`config.mk`:
```
export PLATFORM = sky130hd
export DESIGN_NAME = fr_fetch_redirect
export DESIGN_NICKNAME = d
export VERILOG_FILES = /design/src/rtl/fr_pkg.sv /design/src/rtl/fr_fwd_queue.sv /design/src/rtl/fr_fetch_unit.sv /design/src/rtl/fr_exec_unit.sv /design/src/rtl/fr_fetch_redirect.sv
export SDC_FILE = /design/constraint.sdc
export NUM_CORES = 1
export LEC_CHECK = 0
export BUFFER_PORTS_ARGS = -buffer_cell sky130_fd_sc_hd__buf_2
export CELL_PAD_IN_SITES_DETAIL_PLACEMENT = 1
export CELL_PAD_IN_SITES_GLOBAL_PLACEMENT = 2
export CORE_UTILIZATION = 37
export DETAILED_ROUTE_END_ITERATION = 16
export PLACE_DENSITY_LB_ADDON = 0.1
export SYNTH_ARGS = -nofsm -noshare
export SYNTH_HDL_FRONTEND = slang
export SYNTH_SLANG_ARGS = --single-unit
```
`constraint.sdc`:
```
create_clock -name clk -period 8.4 [get_ports clk]
set_clock_uncertainty 0.2 [all_clocks]
set_input_delay 0.84 -clock clk [delete_from_list [all_inputs] [get_ports clk]]
set_output_delay 0.84 -clock clk [all_outputs]
set_load 0.03 [all_outputs]
```
`src/rtl/fr_pkg.sv`:
```
package fr_pkg;

    typedef enum logic [1:0] {
        CT_NONE   = 2'd0,
        CT_JUMP   = 2'd1,
        CT_JREG   = 2'd2,
        CT_BRANCH = 2'd3
    } ctrl_type_e;

    typedef enum logic [1:0] {
        FA_ISSUE,
        FA_STALL,
        FA_REDIRECT
    } fetch_act_e;

    typedef enum logic [2:0] {
        EA_IDLE,
        EA_HOLD,
        EA_DROP,
        EA_COMMIT,
        EA_RESOLVE
    } exec_act_e;

endpackage

```
`src/rtl/fr_fwd_queue.sv`:
```
module fr_fwd_queue #(
    parameter int DW    = 65,
    parameter int DEPTH = 2
) (
    input  logic          clk,
    input  logic          rst_n,
    input  logic          push,
    input  logic [DW-1:0] wdata,
    input  logic          pop,
    output logic [DW-1:0] rdata,
    output logic          empty,
    output logic          full
);
    localparam int PW = (DEPTH > 1) ? $clog2(DEPTH) : 1;
    localparam int CW = $clog2(DEPTH + 1);
    localparam logic [PW-1:0] LAST = PW'(DEPTH - 1);

    logic [DW-1:0] slot [DEPTH];
    logic [PW-1:0] rd_ptr, wr_ptr;
    logic [CW-1:0] count;

    assign empty = (count == '0);
    assign full  = (count == CW'(DEPTH));
    assign rdata = slot[rd_ptr];

    always_ff @(posedge clk) begin
        if (push) begin
            slot[wr_ptr] <= wdata;
        end
    end

    always_ff @(posedge clk) begin
        if (!rst_n) begin
            rd_ptr <= '0;
            wr_ptr <= '0;
            count  <= '0;
        end else begin
            if (push) begin
                wr_ptr <= (wr_ptr == LAST) ? '0 : wr_ptr + 1'b1;
            end
            if (pop) begin
                rd_ptr <= (rd_ptr == LAST) ? '0 : rd_ptr + 1'b1;
            end
            unique case ({push, pop})
                2'b10:   count <= count + 1'b1;
                2'b01:   count <= count - 1'b1;
                default: count <= count;
            endcase
        end
    end

endmodule

```
`src/rtl/fr_fetch_unit.sv`:
```
module fr_fetch_unit
    import fr_pkg::*;
#(
    parameter int          AW       = 32,
    parameter logic [AW-1:0] RESET_PC = '0
) (
    input  logic          clk,
    input  logic          rst_n,
    input  logic          redir_valid,
    input  logic          redir_mispred,
    input  logic [AW-1:0] redir_npc,
    input  logic          hazard,
    input  logic          q_full,
    input  logic [AW-1:0] pred_npc,
    output logic [AW-1:0] pc,
    output logic          epoch,
    output logic          issue,
    output logic          redir_deq
);
    fetch_act_e act;

    always_comb begin
        if (redir_valid) begin
            act = FA_REDIRECT;
        end else if (hazard || q_full) begin
            act = FA_STALL;
        end else begin
            act = FA_ISSUE;
        end
    end

    always_comb begin
        issue     = 1'b0;
        redir_deq = 1'b0;
        unique case (act)
            FA_ISSUE:    issue     = 1'b1;
            FA_REDIRECT: redir_deq = 1'b1;
            FA_STALL:    ;
            default:     ;
        endcase
    end

    always_ff @(posedge clk) begin
        if (!rst_n) begin
            pc    <= RESET_PC;
            epoch <= 1'b0;
        end else begin
            unique case (act)
                FA_ISSUE: pc <= pred_npc;
                FA_REDIRECT: begin
                    if (redir_mispred) begin
                        pc    <= redir_npc;
                        epoch <= ~epoch;
                    end
                end
                FA_STALL: ;
                default:  ;
            endcase
        end
    end

endmodule

```
`src/rtl/fr_exec_unit.sv`:
```
module fr_exec_unit
    import fr_pkg::*;
#(
    parameter int AW = 32
) (
    input  logic          clk,
    input  logic          rst_n,
    input  logic          head_valid,
    input  logic [AW-1:0] head_pc,
    input  logic [AW-1:0] head_ppc,
    input  logic          head_ep,
    input  logic          hold,
    input  logic [AW-1:0] act_npc,
    input  ctrl_type_e    act_type,
    input  logic          act_taken,
    input  logic          rq_deq,
    output logic          pop,
    output logic          commit,
    output logic          drop,
    output logic          rq_valid,
    output logic [AW-1:0] rq_pc,
    output logic [AW-1:0] rq_npc,
    output logic          rq_taken,
    output logic          rq_mispred,
    output ctrl_type_e    rq_type
);
    exec_act_e act;
    logic      eepoch;
    logic      mispred;
    logic      needs_rec;

    assign mispred   = (act_npc != head_ppc);
    assign needs_rec = (act_type != CT_NONE) || mispred;

    always_comb begin
        if (!head_valid) begin
            act = EA_IDLE;
        end else if (hold) begin
            act = EA_HOLD;
        end else if (head_ep != eepoch) begin
            act = EA_DROP;
        end else if (needs_rec && rq_valid) begin
            act = EA_HOLD;
        end else if (needs_rec) begin
            act = EA_RESOLVE;
        end else begin
            act = EA_COMMIT;
        end
    end

    always_comb begin
        pop    = 1'b0;
        commit = 1'b0;
        drop   = 1'b0;
        unique case (act)
            EA_DROP: begin
                pop  = 1'b1;
                drop = 1'b1;
            end
            EA_COMMIT, EA_RESOLVE: begin
                pop    = 1'b1;
                commit = 1'b1;
            end
            EA_IDLE, EA_HOLD: ;
            default: ;
        endcase
    end

    always_ff @(posedge clk) begin
        if (!rst_n) begin
            eepoch     <= 1'b0;
            rq_valid   <= 1'b0;
            rq_pc      <= '0;
            rq_npc     <= '0;
            rq_taken   <= 1'b0;
            rq_mispred <= 1'b0;
            rq_type    <= CT_NONE;
        end else begin
            if (act == EA_RESOLVE) begin
                rq_valid   <= 1'b1;
                rq_pc      <= head_pc;
                rq_npc     <= act_npc;
                rq_taken   <= act_taken;
                rq_mispred <= mispred;
                rq_type    <= act_type;
                if (mispred) begin
                    eepoch <= ~eepoch;
                end
            end else if (rq_deq) begin
                rq_valid <= 1'b0;
            end
        end
    end

endmodule

```
`src/rtl/fr_fetch_redirect.sv`:
```
module fr_fetch_redirect
    import fr_pkg::*;
#(
    parameter int            AW       = 32,
    parameter int            DEPTH    = 2,
    parameter logic [AW-1:0] RESET_PC = '0
) (
    input  logic          clk,
    input  logic          rst_n,
    input  logic          hazard_i,
    output logic [AW-1:0] pq_pc_o,
    input  logic [AW-1:0] pq_npc_i,
    output logic          issue_o,
    output logic          issue_epoch_o,
    input  logic          ex_hold_i,
    output logic [AW-1:0] ex_pc_o,
    output logic [AW-1:0] ex_ppc_o,
    input  logic [AW-1:0] ex_npc_i,
    input  logic [1:0]    ex_type_i,
    input  logic          ex_taken_i,
    output logic          commit_o,
    output logic [AW-1:0] commit_pc_o,
    output logic          drop_o,
    output logic          pu_valid_o,
    output logic [AW-1:0] pu_pc_o,
    output logic [AW-1:0] pu_npc_o,
    output logic          pu_taken_o,
    output logic          pu_mispred_o,
    output logic [1:0]    pu_type_o
);
    localparam int DW = 2 * AW + 1;

    logic          q_full, q_empty, q_pop, redir_deq;
    logic [DW-1:0] q_rdata;
    logic          head_ep;
    ctrl_type_e    rq_type;

    fr_fetch_unit #(.AW(AW), .RESET_PC(RESET_PC)) u_fetch (
        .clk           (clk),
        .rst_n         (rst_n),
        .redir_valid   (pu_valid_o),
        .redir_mispred (pu_mispred_o),
        .redir_npc     (pu_npc_o),
        .hazard        (hazard_i),
        .q_full        (q_full),
        .pred_npc      (pq_npc_i),
        .pc            (pq_pc_o),
        .epoch         (issue_epoch_o),
        .issue         (issue_o),
        .redir_deq     (redir_deq)
    );

    fr_fwd_queue #(.DW(DW), .DEPTH(DEPTH)) u_queue (
        .clk   (clk),
        .rst_n (rst_n),
        .push  (issue_o),
        .wdata ({pq_pc_o, pq_npc_i, issue_epoch_o}),
        .pop   (q_pop),
        .rdata (q_rdata),
        .empty (q_empty),
        .full  (q_full)
    );

    assign ex_pc_o     = q_rdata[DW-1 -: AW];
    assign ex_ppc_o    = q_rdata[AW : 1];
    assign head_ep     = q_rdata[0];
    assign commit_pc_o = ex_pc_o;

    fr_exec_unit #(.AW(AW)) u_exec (
        .clk        (clk),
        .rst_n      (rst_n),
        .head_valid (~q_empty),
        .head_pc    (ex_pc_o),
        .head_ppc   (ex_ppc_o),
        .head_ep    (head_ep),
        .hold       (ex_hold_i),
        .act_npc    (ex_npc_i),
        .act_type   (ctrl_type_e'(ex_type_i)),
        .act_taken  (ex_taken_i),
        .rq_deq     (redir_deq),
        .pop        (q_pop),
        .commit     (commit_o),
        .drop       (drop_o),
        .rq_valid   (pu_valid_o),
        .rq_pc      (pu_pc_o),
        .rq_npc     (pu_npc_o),
        .rq_taken   (pu_taken_o),
        .rq_mispred (pu_mispred_o),
        .rq_type    (rq_type)
    );

    assign pu_type_o = rq_type;

endmodule

```
==> impl_metrics.yaml <==
power:
  p_total_uw: 4440
  power.leakage_uw: 0.00557
  ir_drop_mv: 0.201
  p_per_area_nw_per_um2: 367
clock_tree:
  post_cts_buffers: 0
  path_clk_slew_ns: 0.06
  numCtsBuffers: 27
  cts-root-buf: "clkbuf_16"
  cts_tree: "built"
  cts_resized: 0
  cts_sinks: 238
  insertion_delay_ns: 0.54
  cts-htree-levels: 1
  postCtsHoldBufs: 0
  cts_buffer_depth: 3
critical_path:
  rrSetupSlack_ns: 4.10
  arrival_ns: 3.84
  worstRegToRegCells: 9
  required_ns: 7.36
  crit_path_max_fanout: 65
  cp-end-kind: "primary output"
  r2r-end: "u_queue.count[1]"
  cp-start-kind: "flop"
  path_class: "flop to primary output"
floorplan:
  die_area_sq_um: 27200
  die_w_um: 165
  chipHeight_um: 165
  core_area_sq_um: 26100
  pin_count: 272
  initial_core_util_pct: 37.7
  num_rows: 59
run:
  drv_cap: 0
route:
  vias: 6458
  drc_errors: 0
  detail-route-antenna-nets: 0
  drtIter0Drc: 322
  dr.pass1.iters: 4
  wl_per_cell_um: 20.7
  via_per_inst: 4.91
  finalWirelength_mm: 27.2
place:
  port_buffers: 271
  gp_congestion: 0.741
  dpl_cell_area_sq_um: 11200
  dpl.hpwl_mm: 18.4
  dpl.cell_count: 1265
  pre_cts_ws_ns: 3.94
global_routing:
  grt_max_degree: 76
  track_usage_pct: 19.7
  antenna_found_initial: 0
  grt_pass1_wl_mm: 39.9
  gr-total-overflow: 0
  grt_pass1_vias: 6658
min_path:
  hold_depth: 2
  hold_class: "flop to flop"
  hold_path.startpoint: "u_exec.rq_npc[5]"
  worstHoldEndpoint: "u_exec.rq_npc[5]"
cells_and_area:
  nets: 1031
  fill_cells: 2751
  register_area_sq_um: 6070
  layout-drive-gt1-share_pct: 39.5
  syn_to_final_growth_pct: 23.0
  fin_area_sq_um: 12100
  multi_input_area_sq_um: 3290
  instances_no_fill: 1315
  diodes: 0
sta:
  period_share_pct: 58.1
  fmax_ghz: 0.205
  relSlewSlack_pct: 29.4
  setup_viol: 0
  rsz0062_at_grt: "no"
  worst_slew_pin_slew_ns: 1.06
  finalHoldViolations: 0
  fin_ws_ns: 3.52
  drv_slew: 0
  tns_ns: 0
  final.min_clock_period_ns: 4.88
logic_synthesis:
  synth_nets: 796
  synth-seq-cells: 238
  ys_warn_count: 0
  syn_inst: 724
  ys_types: 37
  synth_area_sq_um: 9820
  yosysSeqAreaShare_pct: 61.8
  syn_avg_cell_area_sq_um: 13.6
outcome:
  status: "completed"
-- final cells by class --
cell class / instances / area share, %
repair buffers: 277 / 11.6
clock buffers: 39 / 6.38
flip-flops and latches: 238 / 50.3
clock inverters: 11 / 0.922
well taps: 335 / 3.47
inverters: 2 / 0.0622
multi-input cells: 413 / 27.3
-- worst max-delay path by stage --
stage / end / slack (ns) / cells past startpoint
after CTS: commit_o / 3.36 / 8
after global placement: commit_o / 3.86 / 8
final: commit_o / 3.52 / 8
after detailed placement: commit_o / 3.94 / 8
after global routing: commit_o / 3.17 / 8
after floorplan: u_queue.slot[0][0] / 3.91 / 3
-- layout by cell type, fill, tap and decap left out, types with 5 or more instances in the layout --
cell type / count
buf_4: 7
dfxtp_1: 106
clkbuf_8: 5
mux2_2: 52
clkbuf_1: 7
xor2_1: 33
clkbuf_16: 27
clkinv_2: 6
buf_2: 270
o211a_1: 32
and2_1: 5
nor2_1: 5
mux2_4: 9
nor2b_1: 35
nor4_1: 8
edfxtp_1: 130
nand2_1: 100
mux2i_1: 100
-- cells in the mapped netlist (all sizes together) --
master	n	area share, %
o21a	2	0.15
mux2i	100	10
a31o	2	0.18
nor2	6	0.23
buf	44	3.8
nor2b	35	2.2
o31ai	1	0.13
and3	2	0.13
o211a	32	3.3
dfxtp	108	22
nor3	3	0.15
ha	1	0.13
nor4	8	0.51
mux2	64	7.7
nand2b	1	0.064
edfxtp	130	40
inv	2	0.077
xnor2	4	0.36
clkbuf	27	1.0
or3	1	0.064
and2	6	0.38
o21ai	5	0.25
nand4	2	0.13
a21boi	2	0.15
xor2	33	2.9
nand2	101	3.9
or2	2	0.13
-- per-layer routing --
metal  part of all wire (%)  GRT usage [%]  vias up  wire [um]
li1                       -              -     3021          -
met3                    7.0           4.60       28       1920
met5                      0              0        -          0
met4                    1.5           4.42        0        396
met1                     43           25.0     3199      11800
met2                     48           33.8      210      13100
-- registers in the layout, summed over array words and instances, names as in the netlist, named ones only --
register and cells:
u_exec.rq_npc 32, u_fetch.pc 32, u_queue.count 2, u_queue.slot 130, u_exec.rq_valid 1, u_exec.rq_mispred 1, u_exec.rq_type 2, u_fetch.epoch 1
u_exec.rq_pc 32, u_exec.rq_taken 1, u_queue.rd_ptr 1, u_exec.eepoch 1, u_queue.wr_ptr 1
-- cells by family (layout without fill, tap and decap cells) --
group / after synthesis / after routing / share of synthesized area (%)
AO/OA/AOI/OAI: 44 / 44 / 4.13
XOR/XNOR: 37 / 37 / 3.30
adder cells (fa/ha/maj): 1 / 1 / 0.127
buffers and inverters: 73 / 329 / 4.88
flip-flops: 238 / 238 / 61.8
multiplexers: 164 / 164 / 17.9
AND/OR/NAND/NOR: 167 / 167 / 7.88
-- stage by stage --
stage,util [%],hold slack [ns]
3_5_place_dp,43.0,0.267
5_1_grt,46.3,0.291
4_1_cts,46.3,0.278
3_3_place_gp,43.0,0.256
2_1_floorplan,-,0.252
6_report,46.3,0.272
-- critical path: stages, from the launching register on --
cell	delay, ns
dfxtp_4	1.01
mux2_2	0.44
xor2_1	0.15
nor4_1	0.38
nand4_1	0.35
nor3_1	0.47
nor2b_1	0.09
nor2_1	0.12
buf_2	0.22
-- power by group --
part / leakage [uW] / internal (uW) / switching (uW) / total [uW]
sequential: 0.00211 / 1490 / 159 / 1650
combinational: 0.00302 / 515 / 1100 / 1620
clock: 0.000439 / 698 / 470 / 1170
No activity file was read; power rests on OpenSTA's default activity.
